**config.mk**
```make
export PLATFORM = sky130hd
export DESIGN_NAME = hdr_len_tracker
export DESIGN_NICKNAME = d
export VERILOG_FILES = /design/src/rtl/hdr_len_tracker.sv
export SDC_FILE = /design/constraint.sdc
export NUM_CORES = 1
export LEC_CHECK = 0
export CORE_MARGIN = 3
export CORE_UTILIZATION = 40
export DETAILED_ROUTE_END_ITERATION = 6
export DONT_BUFFER_PORTS = 1
export PLACE_DENSITY = 0.65
export SKIP_CTS_REPAIR_TIMING = 1
export SLEW_MARGIN = 20
export SYNTH_ARGS = -nofsm -noshare
export SYNTH_HDL_FRONTEND = slang
export SYNTH_SLANG_ARGS = --single-unit
```
**constraint.sdc**
```tcl
create_clock -name clk -period 4 [get_ports clk]
set_input_delay 0.2 -clock clk [delete_from_list [all_inputs] [get_ports clk]]
set_output_delay 0.2 -clock clk [all_outputs]
set_load 0.005 [all_outputs]
```
**src/rtl/hdr_len_tracker.sv**
```systemverilog
module hdr_len_tracker #(
  parameter int DW      = 64,
  parameter int NENG    = 3,
  parameter int CW      = 18,
  parameter int LEN_MAX = 1500
) (
  input  logic                 clk,
  input  logic                 rst,
  input  logic                 sop,
  input  logic                 vld,
  input  logic [DW-1:0]        data,
  input  logic [NENG*(5+$clog2(DW))-1:0] eng_ctl,
  output logic [CW-1:0]        hdr_rem,
  output logic [CW-1:0]        pkt_rem,
  output logic                 hdr_done,
  output logic                 hdr_part,
  output logic                 pkt_done,
  output logic                 pkt_part,
  output logic                 proto_vld,
  output logic [15:0]          proto_code,
  output logic [31:0]          aux_val
);
  localparam int OFFW = $clog2(DW);
  localparam int EF   = OFFW + 5;
  localparam logic [CW-1:0] BPW  = CW'(DW / 8);
  localparam logic [15:0]   LMAX = 16'(LEN_MAX);

  logic [31:0] fval  [NENG];
  logic        en_w  [NENG];
  logic [1:0]  dst_w [NENG];

  for (genvar e = 0; e < NENG; e++) begin : g_eng
    logic [EF-1:0] c;
    logic [DW-1:0] sh;
    assign c        = eng_ctl[e*EF +: EF];
    assign en_w[e]  = c[EF-1];
    assign dst_w[e] = c[EF-2 -: 2];
    assign sh       = data >> c[OFFW-1:0];
    always_comb begin
      case (c[OFFW+1:OFFW])
        2'd0:    fval[e] = {24'b0, sh[7:0]};
        2'd1:    fval[e] = {16'b0, sh[15:0]};
        2'd2:    fval[e] = sh[31:0];
        default: fval[e] = {28'b0, sh[3:0]};
      endcase
    end
  end

  logic h_ld, p_ld, c_ld, x_ld;
  logic [CW-1:0] h_val, p_val;
  logic [15:0]   c_val;
  logic [31:0]   x_val;

  always_comb begin
    h_ld = 1'b0; p_ld = 1'b0; c_ld = 1'b0; x_ld = 1'b0;
    h_val = '0; p_val = '0; c_val = '0; x_val = '0;
    for (int e = NENG - 1; e >= 0; e--) begin
      if (vld && en_w[e]) begin
        case (dst_w[e])
          2'd0: begin h_ld = 1'b1; h_val = CW'({fval[e][15:0], 2'b00}); end
          2'd1: begin p_ld = 1'b1; p_val = CW'(fval[e][15:0]); end
          2'd2: begin
            if (fval[e][15:0] > LMAX) begin c_ld = 1'b1; c_val = fval[e][15:0]; end
            else begin p_ld = 1'b1; p_val = CW'(fval[e][15:0]); end
          end
          default: begin x_ld = 1'b1; x_val = fval[e]; end
        endcase
      end
    end
  end

  logic hdr_arm, pkt_arm;

  always_ff @(posedge clk) begin
    if (rst || sop) begin
      hdr_rem <= '0; pkt_rem <= '0; hdr_arm <= 1'b0; pkt_arm <= 1'b0;
      proto_vld <= 1'b0; proto_code <= '0; aux_val <= '0;
    end else if (vld) begin
      if (h_ld) begin hdr_rem <= h_val; hdr_arm <= 1'b1; end
      else hdr_rem <= (hdr_rem > BPW) ? hdr_rem - BPW : '0;
      if (p_ld) begin pkt_rem <= p_val; pkt_arm <= 1'b1; end
      else pkt_rem <= (pkt_rem > BPW) ? pkt_rem - BPW : '0;
      if (c_ld) begin proto_code <= c_val; proto_vld <= 1'b1; end
      if (x_ld) aux_val <= x_val;
    end
  end

  assign hdr_done = hdr_arm && (hdr_rem == '0);
  assign pkt_done = pkt_arm && (pkt_rem == '0);
  assign hdr_part = hdr_arm && (hdr_rem != '0) && (hdr_rem < BPW);
  assign pkt_part = pkt_arm && (pkt_rem != '0) && (pkt_rem < BPW);

  AST_CLEAR_ON_SOP: assert property (@(posedge clk) disable iff (rst) sop |=> (hdr_rem == '0 && pkt_rem == '0 && !proto_vld && !hdr_done));
  AST_HDR_NO_RISE: assert property (@(posedge clk) disable iff (rst) (!sop && !h_ld) |=> hdr_rem <= $past(hdr_rem));
  AST_PKT_STEP: assert property (@(posedge clk) disable iff (rst) (!sop && vld && !p_ld) |=> ($past(pkt_rem) - pkt_rem) <= BPW);
  AST_HOLD_IDLE: assert property (@(posedge clk) disable iff (rst) (!sop && !vld) |=> ($stable(hdr_rem) && $stable(pkt_rem) && $stable(proto_code)));
  AST_PROTO_RANGE: assert property (@(posedge clk) disable iff (rst) proto_vld |-> proto_code > LMAX);
  AST_DONE_STICKY: assert property (@(posedge clk) disable iff (rst) (hdr_done && !sop && !h_ld) |=> hdr_done);
  AST_FLAGS_EXCL: assert property (@(posedge clk) disable iff (rst) !(hdr_done && hdr_part) && !(pkt_done && pkt_part));
endmodule

```
==> flow_summary.toml, run 1 <==
[setup_path]
list_of_cells_traversed_by_the_critical_path = "mux4_2, mux2_2, a22oi_1, o211ai_1, a221oi_1, nand4b_1, nor4_2, o21ai_0, a2111oi_0, buf_4, o21bai_1, o211ai_1"
critPathBufInv = 1
maximum_fanout_count_along_the_critical_path = 109
worst_path_max_delay_cell = "sky130_fd_sc_hd__a221oi_1"
worst-endpoint-arrival_ns = 4.10
setup.worst_path.start_class = "input pin"
timing_worst_setup_path_type = "in2reg"
most_common_cell_type_on_the_critical_path = "sky130_fd_sc_hd__o211ai_1"
crit_required_ns = 4.27
endpoint_type_of_the_worst_setup_path = "flip-flop"
cpPeakStageDelay_ns = 0.58
family_with_the_most_delay_on_the_worst_path = "compound AO/OA/AOI/OAI gates"

[clocking]
clk_root_buf = "sky130_fd_sc_hd__clkbuf_16"
cts_htree_levels = 3
cts.clk_slew.worst_paths_ns = 0.06
numCtsBuffers = 9
clock_tree.buffer_depth = 2
worst_skew_pair.late_latency_ns = 0.35
cts.sinks = 85
clock_tree_from_tritoncts = "done"

[finish]
multiInputGateArea_um2 = 16300
num-fill-cells = 4877
final_nets = 2186
syn2layout_area_growth_pct = 2.20
post_route_cells_drive_above_1_share_pct = 23.3
area.sequential_um2 = 1700
final_cell_count_no_fill = 2733

[route]
violation_count_after_the_first_detailed_route_iteration = 3640
avgViaCountPerCell = 7.70
wl_mm = 96.7
detail_route.wl_per_cell_um = 35.4
drc = 2
initial_drt_pass_iterations = 7
final_antenna_net_count = 0
vias = 21100

[power]
vdd_ir_drop_max_mv = 0.167
pwr_density_cell_nw_per_um2 = 245
leakage_nw = 7.13

[logic_synthesis]
synth-simple-area-share_pct = 15.5
portion_of_the_post_synthesis_area_used_by_sequential_elements_pct = 8.63
syn_avg_cell_area_um2 = 8.87
synth-compound-area-share_pct = 24.2
mappedNetlistArea_um2 = 19700
synth_edf_count = 0
synth-adder-area-share_pct = 0.889
largest_family_of_logic_cells_by_synthesized_area = "multiplexers"
synth_cells = 2222
synth.lib_cells_used.distinct = 110
async_flop_share_pct = 0
share_of_the_synthesized_netlist_area_taken_by_xor_and_xnor_gates_pct = 0.489
synth_seq_cells = 85
synth_warnings = 0
ys_dominant_reg_cell = "sky130_fd_sc_hd__dfxtp_1"
post_synth_mux_area_share_pct = 41.5

[placed_design]
dpl_worst_slack_ns = 0.0467
place.detailed.hpwl_mm = 72.0
place_congestion = 1.03
placed_cells = 2715
port_buffers = 0

[timing]
timing.final.crit_share_pct = 95.8
unrepaired_setup_endpoints_after_global_routing = "no"
timing_max_transition_violations_final = 0
timing.final.setup_violations = 0
setup_ws_ns = 0.169
tightestPinTransition_ns = 0.970
post-route-min-period_ns = 3.83
finalSetupTns_ns = 0
max_freq_ghz = 0.261
fin_worst_skew_ns = 0.0115
hold_viol = 0
max_slew_margin_pct = 35.0

[die]
chipHeight_um = 228
top_level_ports = 190
initial_core_util_pct = 40.9
die-area_um2 = 52000
placementRows = 80
die_w_um = 228
coreArea_um2 = 48200

[global_route]
first_global_vias = 19300
grtUsageTotal_pct = 35.4
grt_max_degree = 110
grt_antenna_before_repair = 6
overflow = 0
grt_pass1_wl_mm = 140

[job]
maxCapViolCount = 0

[run_status]
violations = "DRC"
outcome = "finished, violations left"

[hold_path]
min_path_type = "in2reg"
-- final timing paths --
check | to | slack [ns] | from | cells after the start
worst max-delay path | pkt_rem[9] | 0.17 | eng_ctl[23] | 12
worst max register to register | pkt_rem[4] | 0.97 | pkt_rem[10] | 10
worst min register to register | aux_val[0] | 0.48 | aux_val[0] | 2
worst min-delay path | hdr_rem[16] | 0.04 | vld | 2
-- per-stage QoR --
stage          util [%]  power [mW]  hold WS (ns)  area, um^2
2_1_floorplan         -        3.19         0.440       19700
3_3_place_gp       41.1        3.92         0.314       19800
3_5_place_dp       41.1        3.92         0.314       19800
4_1_cts            41.7        4.83       -0.0505       20100
5_1_grt            41.7        5.11        0.0345       20100
6_report           41.8        4.94        0.0440       20100
-- Yosys cell counts (all sizes together) (27+ instances only) --
cell type | number | share of area (%)
a21oi | 131 | 3.4
o211ai | 31 | 1.2
nand2b | 27 | 0.86
nand3 | 52 | 1.3
a221oi | 30 | 1.3
mux2i | 165 | 8.4
clkbuf | 146 | 2.8
o21ai | 99 | 2.6
buf | 127 | 5.4
mux2 | 101 | 5.8
nor3 | 38 | 0.99
o22ai | 57 | 1.9
nor2 | 208 | 4.0
dfxtp | 85 | 8.6
a211oi | 36 | 1.5
inv | 31 | 0.59
nand2 | 187 | 3.6
mux4 | 234 | 27
-- power breakdown --
group | leakage, nW | total, mW | switching [mW] | internal (mW)
Combinational | 6.29 | 3.08 | 1.77 | 1.31
Clock | 0.152 | 0.916 | 0.355 | 0.560
Sequential | 0.688 | 0.949 | 0.0619 | 0.887
-- flip-flops by register name (all words and copies together), names as in the netlist --
| name | cells |
|---|---|
| hdr_arm | 1 |
| proto_code | 16 |
| hdr_rem | 16 |
| aux_val | 32 |
| proto_vld | 1 |
| pkt_rem | 18 |
| pkt_arm | 1 |
-- cell usage in the layout, fill, tap and decap left out, types with 10 or more instances in the layout --
master / n
sky130_fd_sc_hd__mux4_1: 31
sky130_fd_sc_hd__a222oi_1: 20
sky130_fd_sc_hd__and3_1: 25
sky130_fd_sc_hd__o211ai_1: 31
sky130_fd_sc_hd__inv_1: 27
sky130_fd_sc_hd__or2_2: 10
sky130_fd_sc_hd__or3_1: 17
sky130_fd_sc_hd__dfxtp_1: 85
sky130_fd_sc_hd__o21ai_0: 91
sky130_fd_sc_hd__mux4_2: 203
sky130_fd_sc_hd__a21oi_1: 129
sky130_fd_sc_hd__a31oi_1: 14
sky130_fd_sc_hd__a2bb2oi_1: 12
sky130_fd_sc_hd__a211oi_1: 32
sky130_fd_sc_hd__o22ai_1: 54
sky130_fd_sc_hd__o221ai_1: 13
sky130_fd_sc_hd__buf_4: 104
sky130_fd_sc_hd__nor2_1: 207
sky130_fd_sc_hd__nor2b_1: 22
sky130_fd_sc_hd__nand2_1: 186
sky130_fd_sc_hd__and2_1: 17
sky130_fd_sc_hd__a22o_1: 21
sky130_fd_sc_hd__ha_1: 14
sky130_fd_sc_hd__nand2b_1: 27
sky130_fd_sc_hd__mux2_2: 100
sky130_fd_sc_hd__mux2i_1: 165
sky130_fd_sc_hd__nand3_1: 51
sky130_fd_sc_hd__o32ai_1: 15
sky130_fd_sc_hd__nor3_1: 37
sky130_fd_sc_hd__a21o_1: 12
sky130_fd_sc_hd__a22oi_1: 26
sky130_fd_sc_hd__o31ai_1: 11
sky130_fd_sc_hd__a221oi_1: 30
sky130_fd_sc_hd__nor4_1: 14
-- routing by layer --
metal	track usage (%)	vias up	routed length (um)
li1	-	8584	-
met1	46.1	10300	35000
met2	53.0	1833	41600
met3	10.9	327	13900
met4	18.3	6	6250
met5	0	-	44
-- logic make-up (layout without fill, tap and decap cells) --
group / Yosys count / after routing
XOR/XNOR: 11 / 11
multiplexers: 500 / 500
AND/OR/NAND/NOR: 653 / 653
AO/OA/AOI/OAI: 652 / 652
buffers and inverters: 306 / 158
flip-flops: 85 / 85
other: 1 / 4
adder cells (fa/ha/maj): 14 / 14
-- final cells by class --
type | instances | area share [%]
Multi-Input combinational cell | 1832 | 80.9
Sequential cell | 85 | 8.45
Timing Repair Buffer | 110 | 4.42
Tap cell | 656 | 4.07
Clock buffer | 11 | 1.20
Inverter | 33 | 0.615
Clock inverter | 4 | 0.360
Antenna cell | 2 | 0.0248
Note: power is estimated with default switching activity, not from simulation.
==> run 2: changes to the inputs <==
--- a/config.mk
+++ b/config.mk
@@ -5,6 +5,7 @@
 export SDC_FILE = /design/constraint.sdc
 export NUM_CORES = 1
 export LEC_CHECK = 0
+export CORE_ASPECT_RATIO = 1.2
 export CORE_MARGIN = 3
 export CORE_UTILIZATION = 40
 export DETAILED_ROUTE_END_ITERATION = 6
==> flow_summary.toml, run 2 (synthesized netlist as in run 1, its figures left out) <==
[die]
die-area_um2 = 52000
initial_core_util_pct = 40.7
coreArea_um2 = 48400
top_level_ports = 190
die_w_um = 209
placementRows = 88
chipHeight_um = 249

[finish]
final_cell_count_no_fill = 2723
post_route_cells_drive_above_1_share_pct = 23.7
reg_top3 = "aux_val (32), pkt_rem (18)"
syn2layout_area_growth_pct = 2.54
register_containing_the_most_flip_flops_in_the_final_layout = "aux_val"
final_nets = 2202
num-fill-cells = 4833
finalInstanceArea_um2 = 20200
layout.cells.most_common_list = "207 x sky130_fd_sc_hd__nor2_1, 203 x sky130_fd_sc_hd__mux4_2, 186 x sky130_fd_sc_hd__nand2_1"
mostFrequentLayoutCell = "sky130_fd_sc_hd__nor2_1"
flip_flop_count_of_the_largest_register_after_layout = 32

[setup_path]
list_of_cells_traversed_by_the_critical_path = "mux4_2, mux2_2, mux2i_1, nor2_1, nor4_1, buf_4, nor4b_1, buf_4, and3_1, o21ai_0, a2111oi_0, o21bai_1, o211ai_1"
most_common_cell_type_on_the_critical_path = "sky130_fd_sc_hd__buf_4"
worst-endpoint-arrival_ns = 4.06
worst_path_max_delay_cell = "sky130_fd_sc_hd__a2111oi_0"
timing_worst_setup_path_type = "in2reg"
cpPeakStageDelay_ns = 0.76
setup.worst_path.start_class = "input pin"
crit_required_ns = 4.29
maximum_fanout_count_along_the_critical_path = 109
worst-r2r-setup-slack_ns = 0.53
endpoint_type_of_the_worst_setup_path = "flip-flop"

[timing]
fin_worst_skew_ns = 0.00593
timing_max_transition_violations_final = 0
finalSetupTns_ns = 0
max_slew_margin_pct = 26.7
timing.final.crit_share_pct = 94.1
unrepaired_setup_endpoints_after_global_routing = "no"
tightestPinTransition_ns = 1.10
post-route-min-period_ns = 3.77
max_freq_ghz = 0.266
setup_ws_ns = 0.235
hold_viol = 0
timing.final.setup_violations = 0

[route]
final_antenna_net_count = 0
wl_mm = 93.7
initial_drt_pass_iterations = 7
avgViaCountPerCell = 7.65
violation_count_after_the_first_detailed_route_iteration = 3378
vias = 20800
drc = 33
detail_route.wl_per_cell_um = 34.4

[placed_design]
port_buffers = 0
placed_cells = 2705
place_congestion = 1.05
detailed_place.area_um2 = 19900
dpl_worst_slack_ns = -0.0244
place.detailed.hpwl_mm = 70.0

[clocking]
cts.clk_slew.worst_paths_ns = 0.07
worst_skew_pair.late_latency_ns = 0.36
cts.sinks = 85
clock_tree.buffer_depth = 2
cts_htree_levels = 3
clock_tree_from_tritoncts = "done"
numCtsBuffers = 9
clk_root_buf = "sky130_fd_sc_hd__clkbuf_16"

[global_route]
first_global_vias = 19300
grt_antenna_before_repair = 2
overflow = 0
grt_pass1_wl_mm = 135
grt_max_degree = 110
grtUsageTotal_pct = 34.0

[hold_path]
min_path_type = "in2reg"

[power]
pwr_density_cell_nw_per_um2 = 239
leakage_nw = 7.19
vdd_ir_drop_max_mv = 0.228
post-layout-total-power_mw = 4.84

[run_status]
violations = "DRC"
outcome = "finished, violations left"

[job]
maxCapViolCount = 0
## run 2: power breakdown
group | switching (mW) | internal (mW) | total (mW)
registers | 0.0665 | 0.887 | 0.954
clock network | 0.367 | 0.515 | 0.881
logic | 1.69 | 1.32 | 3.00
## run 2: final timing paths
| path | startpoint | to | cells past startpoint |
|---|---|---|---|
| max | eng_ctl[23] | pkt_rem[9] | 13 |
| min | vld | hdr_rem[14] | 2 |
| max reg2reg | pkt_rem[10] | pkt_rem[4] | 9 |
| min reg2reg | aux_val[1] | aux_val[1] | 2 |
## run 2: layout make-up
type | instances | area [um^2] | area share (%)
flip-flops and latches | 85 | 1700 | 8.42
diodes | 2 | 5.00 | 0.0248
multi-input cells | 1832 | 16300 | 80.6
inverters | 33 | 124 | 0.613
clock buffers | 12 | 256 | 1.27
repair buffers | 126 | 1010 | 5.00
well taps | 630 | 788 | 3.90
clock inverters | 3 | 45.0 | 0.223
## run 2: worst max-delay path, delay by kind of cell
family	cells	cell delay, ns
mux	3	1.18
simple gates	4	0.90
compound gates	4	1.31
buf+inv	2	0.43
## run 2: through the flow
step                utilization (%)  hold WS, ns
floorplan                         -        0.440
global placement               41.1        0.307
detailed placement             41.1        0.308
CTS                            41.7      -0.0861
global route                   41.7       0.0132
finish                         41.7       0.0153
## run 2: routing by layer
| metal | up-vias | GRT usage [%] | part of all wire, % |
|---|---|---|---|
| met1 | 10000 | 42.4 | 35 |
| li1 | 8601 | - | - |
| met3 | 376 | 11.3 | 15 |
| met5 | - | 0 | 0.014 |
| met2 | 1841 | 52.8 | 44 |
| met4 | 2 | 16.9 | 6.8 |
